## src/rtl/add_unit_pkg.sv

```systemverilog
package add_unit_pkg;
  typedef enum logic [1:0] {
    OP_ADD   = 2'd0,
    OP_ADDC  = 2'd1,
    OP_ADDI  = 2'd2,
    OP_ADDIC = 2'd3
  } add_op_e;

  localparam int SR_CY  = 0;
  localparam int SR_OV  = 1;
  localparam int SR_OVE = 2;
  localparam int SR_W   = 3;
endpackage

```

## src/rtl/add_operand_sel.sv

```systemverilog
module add_operand_sel #(
  parameter int DATA_W = 32,
  parameter int IMM_W  = 16
) (
  input  logic [1:0]        op_i,
  input  logic [DATA_W-1:0] src_b_i,
  input  logic [IMM_W-1:0]  imm_i,
  input  logic              cy_i,
  output logic [DATA_W-1:0] opb_o,
  output logic              cin_o
);
  logic [DATA_W-1:0] imm_ext;

  generate
    if (IMM_W < DATA_W) begin : g_sext
      assign imm_ext = {{(DATA_W-IMM_W){imm_i[IMM_W-1]}}, imm_i};
    end else begin : g_full
      assign imm_ext = imm_i[DATA_W-1:0];
    end
  endgenerate

  assign opb_o = op_i[1] ? imm_ext : src_b_i;
  assign cin_o = op_i[0] & cy_i;
endmodule

```

## src/rtl/add_core.sv

```systemverilog
module add_core #(
  parameter int DATA_W = 32
) (
  input  logic [DATA_W-1:0] a_i,
  input  logic [DATA_W-1:0] b_i,
  input  logic              cin_i,
  output logic [DATA_W-1:0] sum_o,
  output logic              cy_o,
  output logic              ov_o
);
  localparam int MSB = DATA_W - 1;
  logic [DATA_W:0] wide;

  assign wide  = {1'b0, a_i} + {1'b0, b_i} + {{DATA_W{1'b0}}, cin_i};
  assign sum_o = wide[DATA_W-1:0];
  assign cy_o  = wide[DATA_W];
  // like-signed inputs with an opposite-signed sum
  assign ov_o  = (a_i[MSB] == b_i[MSB]) && (sum_o[MSB] != a_i[MSB]);
endmodule

```

## src/rtl/add_status_reg.sv

```systemverilog
module add_status_reg
  import add_unit_pkg::*;
#(
  parameter int ADDR_W = 32
) (
  input  logic              clk_i,
  input  logic              rst_ni,
  input  logic              add_vld_i,
  input  logic              cy_i,
  input  logic              ov_i,
  input  logic              sr_we_i,
  input  logic [SR_W-1:0]   sr_wdata_i,
  input  logic [ADDR_W-1:0] pc_i,
  output logic [SR_W-1:0]   sr_o,
  output logic              exc_o,
  output logic [ADDR_W-1:0] epc_o
);
  logic [SR_W-1:0]   sr_q;
  logic              exc_q;
  logic [ADDR_W-1:0] epc_q;
  logic              exc_d;

  assign exc_d = add_vld_i & ov_i & sr_q[SR_OVE];

  always_ff @(posedge clk_i or negedge rst_ni) begin
    if (!rst_ni) begin
      sr_q  <= '0;
      exc_q <= 1'b0;
      epc_q <= '0;
    end else begin
      if (add_vld_i) begin
        sr_q[SR_CY]  <= cy_i;
        sr_q[SR_OV]  <= ov_i;
        sr_q[SR_OVE] <= sr_we_i ? sr_wdata_i[SR_OVE] : sr_q[SR_OVE];
      end else if (sr_we_i) begin
        sr_q <= sr_wdata_i;
      end
      exc_q <= exc_d;
      if (exc_d) epc_q <= pc_i;
    end
  end

  assign sr_o  = sr_q;
  assign exc_o = exc_q;
  assign epc_o = epc_q;


  exc_needs_ov_chk: assert property (@(posedge clk_i) disable iff (!rst_ni)
    exc_q |-> sr_q[SR_OV]);

  exc_gated_chk: assert property (@(posedge clk_i) disable iff (!rst_ni)
    (add_vld_i && !sr_q[SR_OVE]) |=> !exc_q);

  epc_hold_chk: assert property (@(posedge clk_i) disable iff (!rst_ni)
    !exc_q |-> $stable(epc_q));

  sr_idle_chk: assert property (@(posedge clk_i) disable iff (!rst_ni)
    (!add_vld_i && !sr_we_i) |=> $stable(sr_q));
endmodule

```

## src/rtl/add_exec_unit.sv

```systemverilog
module add_exec_unit
  import add_unit_pkg::*;
#(
  parameter int DATA_W = 32,
  parameter int IMM_W  = 16,
  parameter int ADDR_W = 32
) (
  input  logic              clk_i,
  input  logic              rst_ni,
  input  logic              add_vld_i,
  input  logic [1:0]        op_i,
  input  logic [DATA_W-1:0] src_a_i,
  input  logic [DATA_W-1:0] src_b_i,
  input  logic [IMM_W-1:0]  imm_i,
  input  logic [ADDR_W-1:0] pc_i,
  input  logic              sr_we_i,
  input  logic [SR_W-1:0]   sr_wdata_i,
  output logic [DATA_W-1:0] result_o,
  output logic [SR_W-1:0]   sr_o,
  output logic              range_exc_o,
  output logic [ADDR_W-1:0] epc_o
);
  logic [DATA_W-1:0] opb;
  logic              cin;
  logic [DATA_W-1:0] sum;
  logic              cy;
  logic              ov;
  logic [DATA_W-1:0] result_q;
  logic [SR_W-1:0]   sr;

  add_operand_sel #(.DATA_W(DATA_W), .IMM_W(IMM_W)) u_sel (
    .op_i    (op_i),
    .src_b_i (src_b_i),
    .imm_i   (imm_i),
    .cy_i    (sr[SR_CY]),
    .opb_o   (opb),
    .cin_o   (cin)
  );

  add_core #(.DATA_W(DATA_W)) u_core (
    .a_i   (src_a_i),
    .b_i   (opb),
    .cin_i (cin),
    .sum_o (sum),
    .cy_o  (cy),
    .ov_o  (ov)
  );

  add_status_reg #(.ADDR_W(ADDR_W)) u_sr (
    .clk_i      (clk_i),
    .rst_ni     (rst_ni),
    .add_vld_i  (add_vld_i),
    .cy_i       (cy),
    .ov_i       (ov),
    .sr_we_i    (sr_we_i),
    .sr_wdata_i (sr_wdata_i),
    .pc_i       (pc_i),
    .sr_o       (sr),
    .exc_o      (range_exc_o),
    .epc_o      (epc_o)
  );

  always_ff @(posedge clk_i or negedge rst_ni) begin
    if (!rst_ni)        result_q <= '0;
    else if (add_vld_i) result_q <= sum;
  end

  assign result_o = result_q;
  assign sr_o     = sr;


  no_carry_in_chk: assert property (@(posedge clk_i) disable iff (!rst_ni)
    (add_vld_i && !op_i[0]) |-> !cin);

  imm_sel_chk: assert property (@(posedge clk_i) disable iff (!rst_ni)
    (add_vld_i && op_i[1]) |-> (opb[IMM_W-1:0] == imm_i));

  exc_result_chk: assert property (@(posedge clk_i) disable iff (!rst_ni)
    (add_vld_i && ov && sr[SR_OVE]) |=> (range_exc_o && result_o == $past(sum)));

  result_hold_chk: assert property (@(posedge clk_i) disable iff (!rst_ni)
    !add_vld_i |=> $stable(result_o));
endmodule

```

## config.mk

```make
export PLATFORM = sky130hd
export DESIGN_NAME = add_exec_unit
export DESIGN_NICKNAME = d
export VERILOG_FILES = /design/src/rtl/add_unit_pkg.sv /design/src/rtl/add_operand_sel.sv /design/src/rtl/add_core.sv /design/src/rtl/add_status_reg.sv /design/src/rtl/add_exec_unit.sv
export SDC_FILE = /design/constraint.sdc
export NUM_CORES = 1
export LEC_CHECK = 0
export BUFFER_PORTS_ARGS = -buffer_cell sky130_fd_sc_hd__buf_2
export CAP_MARGIN = 20
export CORE_ASPECT_RATIO = 0.9
export CORE_MARGIN = 10
export CORE_UTILIZATION = 39
export DETAILED_ROUTE_END_ITERATION = 6
export PLACE_DENSITY = 0.66
export SKIP_CTS_REPAIR_TIMING = 1
export SLEW_MARGIN = 20
export SYNTH_ARGS = -nofsm -noshare
export SYNTH_HDL_FRONTEND = slang
export SYNTH_SLANG_ARGS = --single-unit
```

## constraint.sdc

```tcl
create_clock -name clk_i -period 3.25 [get_ports clk_i]
set_input_delay 0.975 -clock clk_i [delete_from_list [all_inputs] [get_ports clk_i]]
set_output_delay 0.975 -clock clk_i [all_outputs]
set_load 0.03 [all_outputs]
```

==> impl_results.md <==
* Number of flops mapped to enable cells by yosys at 0
* Failing checks: negative setup slack
* Min-Delay Path Depth at 2
* Tcrit/Tclk final at 112.6%
* DRT Wirelength at around 18000 µm
* Sw Ratio at between 40% and 50%
* Count of unique library cells instantiated by Yosys at ~60
* Worst Tran Pin Value at around 0.94 ns
* Leading post-synthesis cells by cell area: dfrtp_1 (35%), mux2_2 (9.7%), mux2_4 (8.9%)
* Syn Inst Count at ~480
* Layout Area Growth over Synthesis at 62.72%
* GPL Wtd Cong at 0.9255
* Root buffer cell: clkbuf_16
* Combinational share of power at 51.3%
* Initial core utilization at 40.13%
* Setup TNS at -14.43 ns
* Pre-antenna DRT Iters at 4
* Clk_lat worst skew at 0.34 ns
* H-Tree Depth at 3
* Internal power at approximately 2.8 mW
* Max-slew violation count at 0
* N_diodes at 0
* WP data arrival at a little under 4 ns
* Pwr Total at a little under 5 mW
* Main combinational cell family by area after synthesis: multiplexers
* Hold path startpoint: result_o[14]
* Final setup margin at -0.4086 ns
* Finish-stage setup viols at 44
* Hold Fails Final Rpt at 0
* Syn Std Cell Area at between 0.004 and 0.005 mm²
* VDD IR max at just under 0.0005 V
* Count leader, synth: dfrtp_1
* Worst hold path type: reg -> reg
* Maxcap violations at 0
* CTS sink count at 68
* Flop pwr share at 27.1%
* Post-route cell area at approximately 0.0079 mm²
* Simple-gate share of the synthesized area at 9.745%
* DP Wirelength at 13380 µm
* Syn_nets at 635
* Wire length per cell at approximately 19 µm
* Vias in the first global route at ~5200
* Synth cell count leaders: dfrtp_1 (68), a21oi_1 (47), o21ai_0 (45)
* Grt ovf at 0
* Switch Pwr at 1.973 mW
* First-pass GRT wire length at between 20000 and 30000 µm
* Vias at 4980
* Post-placement cell area at just under 0.007 mm²
* Final-stage net count at ~960
* Core area at approximately 0.012 mm²
* FFs w/ async S/R, synth at between 90% and 100%
* Seq cells post-synth at 68
* CP Max Fanout at 16
* Leak at just under 4 nW
* R2R depth at 13
* Post-synthesis mux area share at 18.67%
* Status: finished with violations
* Clock skew at approximately 0.015 ns
* Die height at around 130 µm
* Syn_area_per_cell at 10.12 µm²
* Count of input and output buffers at between 150 and 200
* Xor and xnor area share after synthesis at ~5%
* Post-route ant nets at 0
* Area fraction in compound gates after synthesis at a little under a fifth
* CP endpoint kind: register
* CTS buffer count at 9
* Detailed Route Iter0 Violations at around 300
* Die area at around 0.017 mm²
* FILL cells at around 1000
* Worst path required time at 3.47 ns
* CTS tree: yes
* Clock Path Buffers at 2
* Routed vias/inst at just over 5
* Share of layout cells above drive strength 1 at between 60% and 70%
* Drc violations at 0
* Synthesis Warnings at 0
* Relative slew slack at between 30% and 40%
* Total Routing Usage GR at a little under a fifth
* Worst-path clk slew at roughly 0.07 ns
* F_max at 273.3 MHz
* Register-to-register setup slack at 0.17 ns
* RSZ-0062 raised after global routing: yes
* Clk pwr share at 21.6%
* CP Launch Type: input port
* Num ports at approximately 190
* Main synth FF type: dfrtp_1
* Dominant cell type by area after synthesis: dfrtp_1
* Register area share after synthesis at between 30% and 40%
* Reg-to-reg startpoint: u_sr.sr_o[0]
* Die W at about 140 µm
* Largest net degree at the start of global routing at 36
* Initial antenna violation count at 0
* Setup crit start: op_i[1]
* Power per Cell Area at approximately 610 mW/mm²
* Post-synth top area share at between 30% and 40%
* Pre-CTS WS at -1.052 ns
* Synth Area in Adders at between 8 and 9%
* Min cycle time layout at about 3.7 ns
* FF-to-FF End: u_sr.epc_o[17]
* Hold Path End: result_o[14]
* FP Rows at 38
* Critical path class: in -> reg
* Hold_ws at about 0.50 ns
## metal layers
metal  track usage (%)  wire length (µm)  up-vias
met5                 0                 0        -
met4             3.924               231        0
met3             5.962              1511       21
met2             30.33              8587      180
met1             23.49              7752     2378
li1                  -                 -     2401
## how the worst max path moves through the flow
stage                     depth (start not counted)  slack (ns)        endpoint
final                                            15       -0.41  u_sr.epc_o[17]
after global routing                             15       -0.48   u_sr.epc_o[7]
after CTS                                        13       -0.68   u_sr.epc_o[1]
after detailed placement                         13       -1.05   u_sr.epc_o[1]
after global placement                           13       -0.86   u_sr.epc_o[1]
after floorplan                                  13       -0.64  u_sr.epc_o[10]
## worst max-delay path, stage by stage
cell and delay, ns:
buf_16 0.11, buf_12 0.14, mux2_2 0.34, ha_1 0.32, buf_4 0.16, a21oi_4 0.18
o311ai_4 0.12, a21boi_2 0.24, a211oi_4 0.10, buf_4 0.15, o21ai_2 0.13, nor4b_4 0.24
buf_6 0.18, buf_12 0.18, mux2_4 0.31
## power groups by stage
stage / Combinational, mW / Sequential, mW / Clock, mW
2_1_floorplan: 0.854 / 1.89 / 0
3_3_place_gp: 2.22 / 1.30 / 0
3_5_place_dp: 2.26 / 1.31 / 0
4_1_cts: 2.26 / 1.31 / 1.06
5_1_grt: 2.62 / 1.35 / 1.10
6_report: 2.47 / 1.30 / 1.04
## cells in the final DEF, fill, tap and decap left out, types with 4 or more instances in the layout
master | Yosys | final
nor2_1 | 21 | 20
dfrtp_1 | 68 | 68
a21o_1 | 9 | 9
o21ai_2 | 0 | 5
nor2b_1 | 4 | 4
buf_4 | 2 | 126
a211oi_1 | 6 | 4
buf_12 | 0 | 4
o211ai_1 | 6 | 6
a21oi_1 | 47 | 35
a21oi_2 | 0 | 8
ha_1 | 31 | 24
clkbuf_16 | 0 | 11
xor2_1 | 13 | 12
nand4_1 | 5 | 5
a21oi_4 | 0 | 4
xnor2_1 | 14 | 13
buf_6 | 5 | 12
mux2_2 | 42 | 27
nand3_1 | 5 | 4
inv_1 | 25 | 25
o21ai_1 | 0 | 11
nand2_1 | 28 | 24
mux2_4 | 29 | 44
o21ai_0 | 45 | 26
buf_2 | 2 | 187
ha_4 | 0 | 6
## layout make-up
type | count | area [µm²] | area share, %
clock buffers | 9 | 225.2 | 2.845
clock inverters | 7 | 82.58 | 1.043
inverters | 25 | 93.84 | 1.185
multi-input cells | 366 | 3410 | 43.06
flip-flops and latches | 68 | 1702 | 21.49
well taps | 160 | 200.2 | 2.528
repair buffers | 334 | 2205 | 27.84
## metrics by stage
stage / util, % / instances
3_3_place_gp: 57.00 / 926
4_1_cts: 59.54 / 942
2_1_floorplan: - / 481
6_report: 65.30 / 969
5_1_grt: 65.30 / 969
3_5_place_dp: 57.00 / 926
## sequential cells by signal, indices dropped and copies added, names as in the netlist
register / cells
result_o: 32
u_sr.epc_o: 32
u_sr.sr_o: 3
u_sr.exc_o: 1
## kinds of logic (layout without fill, tap and decap cells)
family / Yosys count / count (layout)
AOI/OAI and AO/OA: 145 / 145
and+or+nand+nor: 90 / 90
muxes: 71 / 71
DFF: 68 / 68
buffers and inverters: 47 / 375
adders and majority gates: 33 / 33
xor gates and xnor gates: 27 / 27
(Power assumes the default switching activity.)
